--- src/rtl/pvic_pkg.sv ---
package pvic_pkg;
  // Register word addresses
  localparam int ADR_THRESH   = 0;
  localparam int ADR_EN_CMD   = 1;
  localparam int ADR_DIS_CMD  = 2;
  localparam int ADR_VECTOR   = 3;
  localparam int ADR_PRIO_LOW = 4;  // lowest word of the priority group block

  localparam int DEF_NUM_SRC = 64;
  localparam int DEF_PRIO_W  = 4;
  localparam int DEF_DATA_W  = 32;
  localparam int DEF_ADDR_W  = 4;

  // Pack winner into status word: number in upper half, priority in lower half
  function automatic logic [31:0] pack_status(input logic vld, input logic [15:0] num,
                                              input logic [15:0] lvl);
    return vld ? {num, lvl} : 32'hFFFF_FFFF;
  endfunction
endpackage

--- src/rtl/pvic_regs.sv ---
module pvic_regs
  import pvic_pkg::*;
#(
  parameter int NUM_SRC = DEF_NUM_SRC,
  parameter int PRIO_W  = DEF_PRIO_W,
  parameter int DATA_W  = DEF_DATA_W,
  parameter int ADDR_W  = DEF_ADDR_W
) (
  input  logic                      clk,
  input  logic                      rst_n,
  input  logic                      bus_wr,
  input  logic [ADDR_W-1:0]         bus_addr,
  input  logic [DATA_W-1:0]         bus_wdata,
  input  logic [DATA_W-1:0]         vec_status,
  output logic [DATA_W-1:0]         bus_rdata,
  output logic [NUM_SRC-1:0]        en_q,
  output logic [NUM_SRC*PRIO_W-1:0] prio_q,
  output logic [PRIO_W-1:0]         thresh_q
);
  localparam int SRC_W    = $clog2(NUM_SRC);
  localparam int PER_REG  = DATA_W / PRIO_W;
  localparam int NUM_PREG = NUM_SRC / PER_REG;
  localparam int PRIO_TOP = ADR_PRIO_LOW + NUM_PREG - 1;

  // Address of priority group g: addresses fall as the group index rises
  function automatic logic [ADDR_W-1:0] group_addr(input int g);
    return ADDR_W'(PRIO_TOP - g);
  endfunction

  // A command value is a valid source number only if no bit above SRC_W is set
  function automatic logic num_in_range(input logic [DATA_W-1:0] v);
    return (v >> SRC_W) == '0;
  endfunction

  // Named events for the assertions
  logic             en_set_fire, en_clr_fire, cmd_ignored;
  logic [SRC_W-1:0] cmd_idx;

  assign cmd_idx     = bus_wdata[SRC_W-1:0];
  assign en_set_fire = bus_wr && (bus_addr == ADDR_W'(ADR_EN_CMD))  && num_in_range(bus_wdata);
  assign en_clr_fire = bus_wr && (bus_addr == ADDR_W'(ADR_DIS_CMD)) && num_in_range(bus_wdata);
  assign cmd_ignored = bus_wr && ((bus_addr == ADDR_W'(ADR_EN_CMD)) ||
                                  (bus_addr == ADDR_W'(ADR_DIS_CMD))) && !num_in_range(bus_wdata);

  always_ff @(posedge clk or negedge rst_n) begin
    if (!rst_n) begin
      en_q <= '0;
    end else if (en_set_fire) begin
      en_q[cmd_idx] <= 1'b1;
    end else if (en_clr_fire) begin
      en_q[cmd_idx] <= 1'b0;
    end
  end

  always_ff @(posedge clk or negedge rst_n) begin
    if (!rst_n) begin
      thresh_q <= '0;
    end else if (bus_wr && bus_addr == ADDR_W'(ADR_THRESH)) begin
      thresh_q <= bus_wdata[PRIO_W-1:0];
    end
  end

  for (genvar g = 0; g < NUM_PREG; g++) begin : g_prio_grp
    always_ff @(posedge clk or negedge rst_n) begin
      if (!rst_n) begin
        prio_q[g*DATA_W +: DATA_W] <= '0;
      end else if (bus_wr && bus_addr == group_addr(g)) begin
        prio_q[g*DATA_W +: DATA_W] <= bus_wdata;
      end
    end
  end

  always_comb begin
    bus_rdata = '0;
    if (bus_addr == ADDR_W'(ADR_THRESH)) bus_rdata = DATA_W'(thresh_q);
    if (bus_addr == ADDR_W'(ADR_VECTOR)) bus_rdata = vec_status;
    for (int g = 0; g < NUM_PREG; g++) begin
      if (bus_addr == group_addr(g)) bus_rdata = prio_q[g*DATA_W +: DATA_W];
    end
  end

  assert_enable_sets_R2: assert property (@(posedge clk) disable iff (!rst_n)
    en_set_fire |=> en_q[$past(cmd_idx)]);
  assert_disable_clears_R3: assert property (@(posedge clk) disable iff (!rst_n)
    en_clr_fire |=> !en_q[$past(cmd_idx)]);
  assert_single_bit_change_R2: assert property (@(posedge clk) disable iff (!rst_n)
    (en_set_fire || en_clr_fire) |=> ($countones(en_q ^ $past(en_q)) <= 1));
  assert_bad_number_ignored_R4: assert property (@(posedge clk) disable iff (!rst_n)
    cmd_ignored |=> $stable(en_q));
  assert_thresh_upper_zero_R6: assert property (@(posedge clk) disable iff (!rst_n)
    (bus_addr == ADDR_W'(ADR_THRESH)) |-> (bus_rdata[DATA_W-1:PRIO_W] == '0));
endmodule

--- src/rtl/pvic_pick.sv ---
module pvic_pick
  import pvic_pkg::*;
#(
  parameter int NUM_SRC = DEF_NUM_SRC,
  parameter int PRIO_W  = DEF_PRIO_W
) (
  input  logic [NUM_SRC-1:0]        src_lvl,
  input  logic [NUM_SRC-1:0]        en_q,
  input  logic [NUM_SRC*PRIO_W-1:0] prio_q,
  input  logic [PRIO_W-1:0]         thresh_q,
  output logic [NUM_SRC-1:0]        qual,
  output logic                      hit,
  output logic [$clog2(NUM_SRC)-1:0] win_id,
  output logic [PRIO_W-1:0]         win_prio
);
  localparam int SRC_W = $clog2(NUM_SRC);

  // Qualification per source: level high, enabled, strictly above threshold
  for (genvar n = 0; n < NUM_SRC; n++) begin : g_qual
    assign qual[n] = src_lvl[n] && en_q[n] && (prio_q[n*PRIO_W +: PRIO_W] > thresh_q);
  end

  // Ascending scan with >= lets the later (higher-numbered) source win a tie
  always_comb begin
    hit      = 1'b0;
    win_id   = '0;
    win_prio = '0;
    for (int n = 0; n < NUM_SRC; n++) begin
      if (qual[n] && (!hit || prio_q[n*PRIO_W +: PRIO_W] >= win_prio)) begin
        hit      = 1'b1;
        win_id   = SRC_W'(n);
        win_prio = prio_q[n*PRIO_W +: PRIO_W];
      end
    end
  end
endmodule

--- src/rtl/prio_vec_intc.sv ---
module prio_vec_intc
  import pvic_pkg::*;
#(
  parameter int NUM_SRC = DEF_NUM_SRC,
  parameter int PRIO_W  = DEF_PRIO_W,
  parameter int DATA_W  = DEF_DATA_W,
  parameter int ADDR_W  = DEF_ADDR_W
) (
  input  logic               clk,
  input  logic               rst_n,
  input  logic [NUM_SRC-1:0] src_lvl,
  input  logic               bus_wr,
  input  logic [ADDR_W-1:0]  bus_addr,
  input  logic [DATA_W-1:0]  bus_wdata,
  output logic [DATA_W-1:0]  bus_rdata,
  output logic               irq_req
);
  localparam int SRC_W = $clog2(NUM_SRC);

  logic [NUM_SRC-1:0]        en_q;
  logic [NUM_SRC*PRIO_W-1:0] prio_q;
  logic [PRIO_W-1:0]         thresh_q;
  logic [NUM_SRC-1:0]        qual;
  logic                      hit;
  logic [SRC_W-1:0]          win_id;
  logic [PRIO_W-1:0]         win_prio;
  logic                      vld_r;
  logic [SRC_W-1:0]          id_r;
  logic [PRIO_W-1:0]         lvl_r;
  logic [DATA_W-1:0]         vec_status;
  logic [NUM_SRC-1:0]        live_req;

  pvic_regs #(.NUM_SRC(NUM_SRC), .PRIO_W(PRIO_W), .DATA_W(DATA_W), .ADDR_W(ADDR_W)) u_regs (
    .clk(clk), .rst_n(rst_n), .bus_wr(bus_wr), .bus_addr(bus_addr), .bus_wdata(bus_wdata),
    .vec_status(vec_status), .bus_rdata(bus_rdata), .en_q(en_q), .prio_q(prio_q),
    .thresh_q(thresh_q)
  );

  pvic_pick #(.NUM_SRC(NUM_SRC), .PRIO_W(PRIO_W)) u_pick (
    .src_lvl(src_lvl), .en_q(en_q), .prio_q(prio_q), .thresh_q(thresh_q),
    .qual(qual), .hit(hit), .win_id(win_id), .win_prio(win_prio)
  );

  always_ff @(posedge clk or negedge rst_n) begin
    if (!rst_n) begin
      vld_r <= 1'b0;
      id_r  <= '0;
      lvl_r <= '0;
    end else begin
      vld_r <= hit;
      id_r  <= win_id;
      lvl_r <= win_prio;
    end
  end

  assign vec_status = pack_status(vld_r, 16'(id_r), 16'(lvl_r));
  assign irq_req    = vld_r;
  assign live_req   = src_lvl & en_q;

  // Outrank check: no qualifying source beats the chosen one
  logic outranked;
  always_comb begin
    outranked = 1'b0;
    for (int n = 0; n < NUM_SRC; n++) begin
      if (hit && qual[n] && ((prio_q[n*PRIO_W +: PRIO_W] > win_prio) ||
          (prio_q[n*PRIO_W +: PRIO_W] == win_prio && SRC_W'(n) > win_id)))
        outranked = 1'b1;
    end
  end

  assert_winner_is_best_R9: assert property (@(posedge clk) disable iff (!rst_n)
    !outranked);
  assert_winner_above_thresh_R7: assert property (@(posedge clk) disable iff (!rst_n)
    vld_r |-> (lvl_r > $past(thresh_q)));
  assert_winner_was_live_R11: assert property (@(posedge clk) disable iff (!rst_n)
    vld_r |-> ((($past(live_req) >> id_r) & NUM_SRC'(1)) != '0));
  assert_request_follows_any_R10: assert property (@(posedge clk) disable iff (!rst_n)
    (qual != '0) |=> irq_req);
  assert_idle_when_none_R10: assert property (@(posedge clk) disable iff (!rst_n)
    (qual == '0) |=> !irq_req);
endmodule

--- config.mk ---
export PLATFORM = sky130hd
export DESIGN_NAME = prio_vec_intc
export DESIGN_NICKNAME = d
export VERILOG_FILES = /design/src/rtl/pvic_pkg.sv /design/src/rtl/pvic_regs.sv /design/src/rtl/pvic_pick.sv /design/src/rtl/prio_vec_intc.sv
export SDC_FILE = /design/constraint.sdc
export NUM_CORES = 1
export LEC_CHECK = 0
export BUFFER_PORTS_ARGS = -buffer_cell sky130_fd_sc_hd__buf_2
export CORE_UTILIZATION = 60
export DETAILED_ROUTE_END_ITERATION = 10
export PLACE_DENSITY = 0.78
export SYNTH_ARGS = -nofsm -noshare
export SYNTH_HDL_FRONTEND = slang
export SYNTH_HIERARCHICAL = 1
export SYNTH_SLANG_ARGS = --single-unit
--- constraint.sdc ---
create_clock -name clk -period 126.4 [get_ports clk]
set_clock_uncertainty 0.1 [all_clocks]
set_input_delay 25.28 -clock clk [delete_from_list [all_inputs] [get_ports clk]]
set_output_delay 25.28 -clock clk [all_outputs]
set_load 0.01 [all_outputs]
==> results of run 1 <==
## through the flow
step	setup TNS [ps]	total power [mW]
floorplan	0	0.270
global placement	0	0.332
detailed placement	-9180	0.339
CTS	0	0.468
global route	-4340	0.502
finish	0	0.479
## cell usage in the layout (no fill, tap or decap), types with 85 or more instances in the layout
master / instances
sky130_fd_sc_hd__a21oi_1: 216
sky130_fd_sc_hd__buf_2: 133
sky130_fd_sc_hd__buf_4: 138
sky130_fd_sc_hd__dfrtp_1: 334
sky130_fd_sc_hd__ha_1: 454
sky130_fd_sc_hd__inv_1: 234
sky130_fd_sc_hd__mux2_2: 357
sky130_fd_sc_hd__nand2_1: 211
sky130_fd_sc_hd__nand2b_1: 111
sky130_fd_sc_hd__nand3_1: 85
sky130_fd_sc_hd__nor2_1: 181
sky130_fd_sc_hd__nor2b_1: 95
sky130_fd_sc_hd__o21a_1: 101
sky130_fd_sc_hd__o21ai_0: 140
## area by class of cell
cell class                      instances  area, µm²
Clock inverter                         20        299
Timing Repair Buffer                  272       1720
Tap cell                              756        946
Inverter                              245        920
Antenna cell                            6       15.0
Multi-Input combinational cell       3074      25100
Sequential cell                       335       8380
Clock buffer                           52       1120
Fill cell                            4654      17900
## worst paths after layout
kind                                              end  slack, ps  depth (start not counted)
hold / removal                                   flop        390                          1
hold reg to reg                                  flop        390                          1
max in group asynchronous          u_regs/prio_q[162]      98650                          4
setup / recovery                              id_r[4]       4630                        502
setup reg to reg                              id_r[4]      27870                        504
min in group asynchronous  asynchronous set/reset pin      24560                          1
## report_power, final
part,switching [mW],internal (mW),total (mW)
Combinational,0.0991,0.0795,0.179
Sequential,0.0458,0.126,0.172
Clock,0.0529,0.0754,0.128
## critical path: cells and delay by family
kind	cells	cell delay (ps)
AOI/OAI and AO/OA	236	43880
adders and majority gates	79	22110
and+or+nand+nor	133	18190
muxes	27	9270
buffers and inverters	27	3330
## logic make-up (layout without fill, tap and decap cells)
logic type	after synthesis	count (layout)
buffers and inverters	379	589
AO/OA/AOI/OAI	1069	1073
adder cells (fa/ha/maj)	471	471
AND/OR/NAND/NOR	1084	1084
flip-flops	335	335
other	0	6
multiplexers	445	445
XOR/XNOR	1	1
## what timing repair did
| action | in CTS | in global routing |
|---|---|---|
| gates resized for setup | 8 | 145 |
| setup buffers | 0 | 66 |
| hold endpoints to repair | 0 | 0 |
| endpoints found under the setup margin | 10 | 10 |
| pin swaps | 1 | 36 |
| gates cloned | 0 | 4 |
## metal layers
layer / wire, µm / track usage
met1: 51600 / 0.583
met2: 55000 / 0.639
met3: 17500 / 0.146
met4: 9000 / 0.269
met5: 122 / 0
==> metrics.txt, run 1 <==
# TYPE chip_impl_metric gauge
chip_impl_metric{name="clock_pin_slew_worst_setup_and_hold_paths",unit="ps"} 70
chip_impl_metric{name="slowest_delay",unit="ps"} 570
chip_impl_metric{name="postLayoutSetupSlackWorst",unit="ps"} 4630
chip_impl_info{name="synth_top_cells_by_count",value="454 x sky130_fd_sc_hd__ha_1, 359 x sky130_fd_sc_hd__mux2_2, 335 x sky130_fd_sc_hd__dfrtp_1"} 1
chip_impl_metric{name="synth_largest_type_area_fraction",unit=""} 0.245
chip_impl_metric{name="synthCells",unit=""} 3784
chip_impl_metric{name="max-cap-violations",unit=""} 0
chip_impl_metric{name="cts-htree-levels",unit=""} 2
chip_impl_metric{name="pin_count",unit=""} 136
chip_impl_metric{name="drtIter0Drc",unit=""} 4378
chip_impl_info{name="cp_startpoint",value="src_lvl[0]"} 1
chip_impl_metric{name="design_area",unit="µm²"} 38500
chip_impl_metric{name="cp.arrival",unit="ps"} 122100
chip_impl_metric{name="place_ws",unit="ps"} -1120
chip_impl_metric{name="synth_edf_count",unit=""} 0
chip_impl_metric{name="gp_routability_congestion",unit=""} 1.04
chip_impl_info{name="path_type_of_the_worst_min_delay_path",value="reg2reg"} 1
chip_impl_metric{name="ys.warnings.count",unit=""} 6
chip_impl_metric{name="hold_viol_final",unit=""} 0
chip_impl_metric{name="crit_fanout",unit=""} 11
chip_impl_metric{name="dieWidth",unit="µm"} 241
chip_impl_info{name="critical_path.most_common_cell",value="sky130_fd_sc_hd__ha_1"} 1
chip_impl_metric{name="synth_cell_types",unit=""} 122
chip_impl_metric{name="first_global_vias",unit=""} 30800
chip_impl_metric{name="row_count",unit=""} 87
chip_impl_metric{name="drc_errors",unit=""} 0
chip_impl_info{name="tritoncts",value="built"} 1
chip_impl_metric{name="layout_min_cycle_time",unit="ps"} 121770
chip_impl_metric{name="grt_max_degree",unit=""} 78
chip_impl_metric{name="grt_first_pass_wirelength",unit="µm"} 193000
chip_impl_metric{name="synth_adder_area_share",unit=""} 0.171
chip_impl_metric{name="grt_antenna_before_repair",unit=""} 8
chip_impl_info{name="crit_type",value="in2reg"} 1
chip_impl_metric{name="synthesis.area_per_instance",unit="µm²"} 9.06
chip_impl_metric{name="tightestPinTransition",unit="ps"} 1210
chip_impl_metric{name="average_vias_per_placed_instance",unit=""} 7.08
chip_impl_metric{name="synth.ff_latch_count",unit=""} 335
chip_impl_metric{name="yosys.area_share.simple",unit=""} 0.174
chip_impl_metric{name="initial_utilization",unit=""} 0.608
chip_impl_metric{name="numPortBuffers",unit=""} 135
chip_impl_metric{name="detailed_place.area",unit="µm²"} 35900
chip_impl_metric{name="ant_nets",unit=""} 0
chip_impl_info{name="synth_top_area_cell",value="sky130_fd_sc_hd__dfrtp_1"} 1
chip_impl_metric{name="finalSetupViolations",unit=""} 0
chip_impl_info{name="postSynth.topFlopCell",value="sky130_fd_sc_hd__dfrtp_1"} 1
chip_impl_metric{name="fp.dieH",unit="µm"} 241
chip_impl_metric{name="flow.area_growth_from_synthesis",unit="%"} 12.3
chip_impl_info{name="yosysMostFrequentCell",value="sky130_fd_sc_hd__ha_1"} 1
chip_impl_metric{name="final_cells",unit=""} 4760
chip_impl_metric{name="groute.usage.overall",unit=""} 0.447
chip_impl_metric{name="fmaxAchievable",unit="MHz"} 8.21
chip_impl_metric{name="finish.utilization",unit=""} 0.682
chip_impl_metric{name="post_route_cells_drive_above_1_share",unit=""} 0.233
chip_impl_metric{name="slew_headroom",unit=""} 0.186
chip_impl_metric{name="syn_area",unit="µm²"} 34300
chip_impl_metric{name="worst_hold_slack",unit="ps"} 391
chip_impl_metric{name="timing.critical_path.required",unit="ps"} 126720
chip_impl_metric{name="drt-total-wl",unit="µm"} 133000
chip_impl_metric{name="final_net_count",unit=""} 4526
chip_impl_metric{name="yosysSeqAreaShare",unit=""} 0.245
chip_impl_metric{name="post-place-cells",unit=""} 4612
chip_impl_metric{name="muxShareOfSynthArea",unit=""} 0.145
chip_impl_metric{name="floorplan.die_area",unit="µm²"} 58100
chip_impl_metric{name="ys_async_sr_fraction",unit=""} 1.00
chip_impl_metric{name="drt-pass1-iter-count",unit=""} 9
chip_impl_metric{name="vias",unit=""} 33700
chip_impl_metric{name="yosys.area_share.xor_xnor",unit=""} 0.000256
chip_impl_metric{name="buffer_depth_of_the_longest_clock_path",unit=""} 3
chip_impl_info{name="status",value="finished clean"} 1
chip_impl_info{name="ctsRootBufferMaster",value="sky130_fd_sc_hd__clkbuf_16"} 1
chip_impl_metric{name="vdd_drop_max",unit="mV"} 0.0132
chip_impl_metric{name="post_dr_wirelength_cell",unit="µm"} 28.0
chip_impl_metric{name="coreArea",unit="µm²"} 56400
chip_impl_metric{name="p_per_area",unit="nW/µm²"} 12.5
chip_impl_metric{name="mappedNetlistNets",unit=""} 4341
chip_impl_info{name="synth.area.top_cells",value="sky130_fd_sc_hd__dfrtp_1 24%, sky130_fd_sc_hd__ha_1 17%, sky130_fd_sc_hd__mux2_2 12%, sky130_fd_sc_hd__a21oi_1 3.5%, sky130_fd_sc_hd__inv_1 2.6%"} 1
chip_impl_metric{name="max_slew_violation_count",unit=""} 0
chip_impl_metric{name="post_cts_hold_buffer_count",unit=""} 0
chip_impl_info{name="r2r-start",value="u_regs/thresh_q[3]"} 1
chip_impl_metric{name="synth-compound-area-share",unit=""} 0.222
chip_impl_metric{name="clkLatencyLatePin",unit="ps"} 610
chip_impl_info{name="end_kind",value="flop"} 1
chip_impl_metric{name="layout_worst_path_cycle_share",unit=""} 0.963
chip_impl_info{name="worst_path_max_delay_cell",value="sky130_fd_sc_hd__o41ai_4"} 1
chip_impl_metric{name="leakagePower",unit="nW"} 17.2
chip_impl_info{name="largest_family_of_logic_cells_by_synthesized_area",value="compound AO/OA/AOI/OAI gates"} 1
chip_impl_info{name="setup.worst_path.start_class",value="primary input"} 1
chip_impl_metric{name="cts.sink_count",unit=""} 335
chip_impl_metric{name="cts-buffers-inserted",unit=""} 41
chip_impl_metric{name="grt-ovfl-total",unit=""} 0
chip_impl_metric{name="hpwlAfterDp",unit="µm"} 96500
No activity file was read; power rests on OpenSTA's default activity.
==> run 2: changes to the inputs <==
Settings changed: CORE_UTILIZATION 60 to 50, PLACE_DENSITY 0.78 to 0.67.
==> run 2 against run 1 <==
  * Via count is 2.7% lower
  * Critical path depth up 2
  * Clock power increased by 3%
  * Register-to-register slack gained 470 ps
  * Routed wire length increased by 0.80%
  * Worst setup slack gained 490 ps
  * Sequential cell count did not move
  * Combinational power decreased by 2%
  * Clock-buffer cell count rose by 2
==> metrics.txt, run 2 (synthesized netlist as in run 1, its figures left out) <==
# TYPE chip_impl_metric gauge
chip_impl_metric{name="gp_routability_congestion",unit=""} 1.01
chip_impl_metric{name="critical_path_cell_count",unit=""} 504
chip_impl_info{name="tritoncts",value="built"} 1
chip_impl_metric{name="vdd_drop_max",unit="mV"} 0.0113
chip_impl_metric{name="multi_input_area",unit="µm²"} 25000
chip_impl_metric{name="post_cts_hold_buffer_count",unit=""} 0
chip_impl_info{name="critical_path.most_common_cell",value="sky130_fd_sc_hd__ha_1"} 1
chip_impl_info{name="critPathCapture",value="id_r[4]"} 1
chip_impl_metric{name="final_net_count",unit=""} 4506
chip_impl_metric{name="grt_first_pass_wirelength",unit="µm"} 195000
chip_impl_metric{name="switching_power",unit="µW"} 196
chip_impl_metric{name="clockPowerShare",unit=""} 0.275
chip_impl_metric{name="numPortBuffers",unit=""} 135
chip_impl_metric{name="fill_cells",unit=""} 6088
chip_impl_metric{name="layout_min_cycle_time",unit="ps"} 121280
chip_impl_metric{name="max_slew_violation_count",unit=""} 0
chip_impl_metric{name="drt-total-wl",unit="µm"} 134000
chip_impl_info{name="end_kind",value="flop"} 1
chip_impl_info{name="setup.worst_path.start_class",value="primary input"} 1
chip_impl_metric{name="sequentialPowerShare",unit=""} 0.360
chip_impl_info{name="cp_startpoint",value="src_lvl[0]"} 1
chip_impl_metric{name="hold_viol_final",unit=""} 0
chip_impl_metric{name="detailed_place.area",unit="µm²"} 36100
chip_impl_metric{name="leakagePower",unit="nW"} 17.1
chip_impl_metric{name="p_int",unit="µW"} 283
chip_impl_metric{name="layout_worst_path_cycle_share",unit=""} 0.960
chip_impl_metric{name="floorplan.die_area",unit="µm²"} 69600
chip_impl_info{name="rr_endpoint",value="id_r[4]"} 1
chip_impl_metric{name="design_area",unit="µm²"} 38400
chip_impl_metric{name="pin_count",unit=""} 136
chip_impl_metric{name="finish.utilization",unit=""} 0.569
chip_impl_metric{name="clkLatencyLatePin",unit="ps"} 600
chip_impl_metric{name="grt_max_degree",unit=""} 120
chip_impl_info{name="cpLargestDelayFamily",value="compound AO/OA/AOI/OAI gates"} 1
chip_impl_metric{name="slew_headroom",unit=""} 0.0796
chip_impl_metric{name="cts-htree-levels",unit=""} 2
chip_impl_metric{name="average_vias_per_placed_instance",unit=""} 6.76
chip_impl_metric{name="timing.critical_path.required",unit="ps"} 126750
chip_impl_info{name="layout_common_cells",value="454 x sky130_fd_sc_hd__ha_1, 358 x sky130_fd_sc_hd__mux2_2, 334 x sky130_fd_sc_hd__dfrtp_1"} 1
chip_impl_metric{name="buffer_depth_of_the_longest_clock_path",unit=""} 3
chip_impl_metric{name="row_count",unit=""} 95
chip_impl_metric{name="post_dr_wirelength_cell",unit="µm"} 27.7
chip_impl_metric{name="hold_path_depth",unit=""} 1
chip_impl_info{name="worst_path_max_delay_cell",value="sky130_fd_sc_hd__a211oi_1"} 1
chip_impl_metric{name="dieWidth",unit="µm"} 264
chip_impl_metric{name="worst-path-buf-inv",unit=""} 34
chip_impl_metric{name="crit_fanout",unit=""} 12
chip_impl_metric{name="p_per_area",unit="nW/µm²"} 12.5
chip_impl_metric{name="tightestPinTransition",unit="ps"} 1370
chip_impl_metric{name="fp.dieH",unit="µm"} 264
chip_impl_metric{name="grt_antenna_before_repair",unit=""} 8
chip_impl_metric{name="finalSetupViolations",unit=""} 0
chip_impl_metric{name="flow.area_growth_from_synthesis",unit="%"} 12.1
chip_impl_metric{name="clock_pin_slew_worst_setup_and_hold_paths",unit="ps"} 60
chip_impl_metric{name="ant_nets",unit=""} 0
chip_impl_metric{name="fmaxAchievable",unit="MHz"} 8.25
chip_impl_metric{name="coreArea",unit="µm²"} 67500
chip_impl_metric{name="reg2reg_depth",unit=""} 506
chip_impl_info{name="mostFrequentLayoutCell",value="sky130_fd_sc_hd__ha_1"} 1
chip_impl_metric{name="first_global_vias",unit=""} 30200
chip_impl_metric{name="cts.sink_count",unit=""} 335
chip_impl_metric{name="post_route_cells_drive_above_1_share",unit=""} 0.228
chip_impl_metric{name="final-seq-area",unit="µm²"} 8380
chip_impl_metric{name="slowest_delay",unit="ps"} 480
chip_impl_info{name="path_type_of_the_worst_min_delay_path",value="reg2reg"} 1
chip_impl_info{name="crit_type",value="in2reg"} 1
chip_impl_metric{name="vias",unit=""} 32800
chip_impl_info{name="ctsRootBufferMaster",value="sky130_fd_sc_hd__clkbuf_16"} 1
chip_impl_metric{name="rrSetupSlack",unit="ps"} 28340
chip_impl_metric{name="drtIter0Drc",unit=""} 4288
chip_impl_metric{name="power.share.combinational",unit=""} 0.365
chip_impl_metric{name="cts-buffers-inserted",unit=""} 41
chip_impl_metric{name="p_sw_frac",unit=""} 0.409
chip_impl_info{name="r2r-start",value="u_regs/thresh_q[1]"} 1
chip_impl_metric{name="drc_errors",unit=""} 0
chip_impl_metric{name="drt-pass1-iter-count",unit=""} 6
chip_impl_metric{name="max-cap-violations",unit=""} 0
chip_impl_info{name="status",value="finished clean"} 1
chip_impl_metric{name="grt-ovfl-total",unit=""} 0
chip_impl_metric{name="hpwlAfterDp",unit="µm"} 98500
chip_impl_metric{name="groute.usage.overall",unit=""} 0.373
chip_impl_metric{name="initial_utilization",unit=""} 0.508
chip_impl_metric{name="cp.arrival",unit="ps"} 121630
==> run 2: cell count changes in the layout (fill, tap and decap cells not counted), moves of 3 or more <==
cell                       delta
sky130_fd_sc_hd__clkinv_2     +3
sky130_fd_sc_hd__o21ai_0      -4
sky130_fd_sc_hd__o21ai_1     +10
sky130_fd_sc_hd__o21ai_2      -6
sky130_fd_sc_hd__buf_4       -19
sky130_fd_sc_hd__diode_2      -4
sky130_fd_sc_hd__inv_6        -3
sky130_fd_sc_hd__a211oi_1     +3
==> run 2: final cells by class <==
class,count,share of cell area
Multi-Input combinational cell,3072,0.650
Sequential cell,335,0.218
Timing Repair Buffer,254,0.0413
Clock buffer,54,0.0306
Tap cell,873,0.0284
Inverter,245,0.0239
Clock inverter,20,0.00710
Antenna cell,2,0.000130
==> run 2: stage by stage <==
stage	instances	worst slack, ps	TNS (ps)	hold WS (ps)	power [mW]
after global placement	4733	-214	-598	369	0.334
after detailed placement	4733	-1200	-9280	375	0.338
after global routing	4853	-539	-2490	410	0.505
after floorplan	3784	5400	0	358	0.270
final	4855	5120	0	386	0.479
after CTS	4813	157	0	390	0.470
==> run 2: what timing repair did <==
item / in CTS / in global routing
cloned: 0 / 2
pin swaps: 3 / 26
buffers inserted: 6 / 38
endpoints found under the setup margin: 10 / 10
resized for setup: 7 / 139
==> run 2: how the worst min path moves through the flow <==
stage	startpoint	end	slack (ps)
final	flop	flop	390
after floorplan	flop	flop	360
after global placement	flop	flop	370
after detailed placement	flop	flop	380
after CTS	flop	flop	390
after global routing	flop	flop	410
==> run 2: routing by layer <==
layer  up-vias  GRT usage  part of all wire
li1      14700          -                 -
met1     16000      0.514              0.42
met2      1772      0.552              0.42
met3       358     0.0890              0.11
met4         8      0.163             0.050
met5         -          0           0.00039
==> run 2: power groups by stage <==
stage | Clock, mW | Combinational (mW) | Sequential (mW)
2_1_floorplan | 0 | 0.122 | 0.148
3_3_place_gp | 0 | 0.161 | 0.172
3_5_place_dp | 0 | 0.166 | 0.172
4_1_cts | 0.132 | 0.168 | 0.170
5_1_grt | 0.136 | 0.195 | 0.174
6_report | 0.132 | 0.175 | 0.173
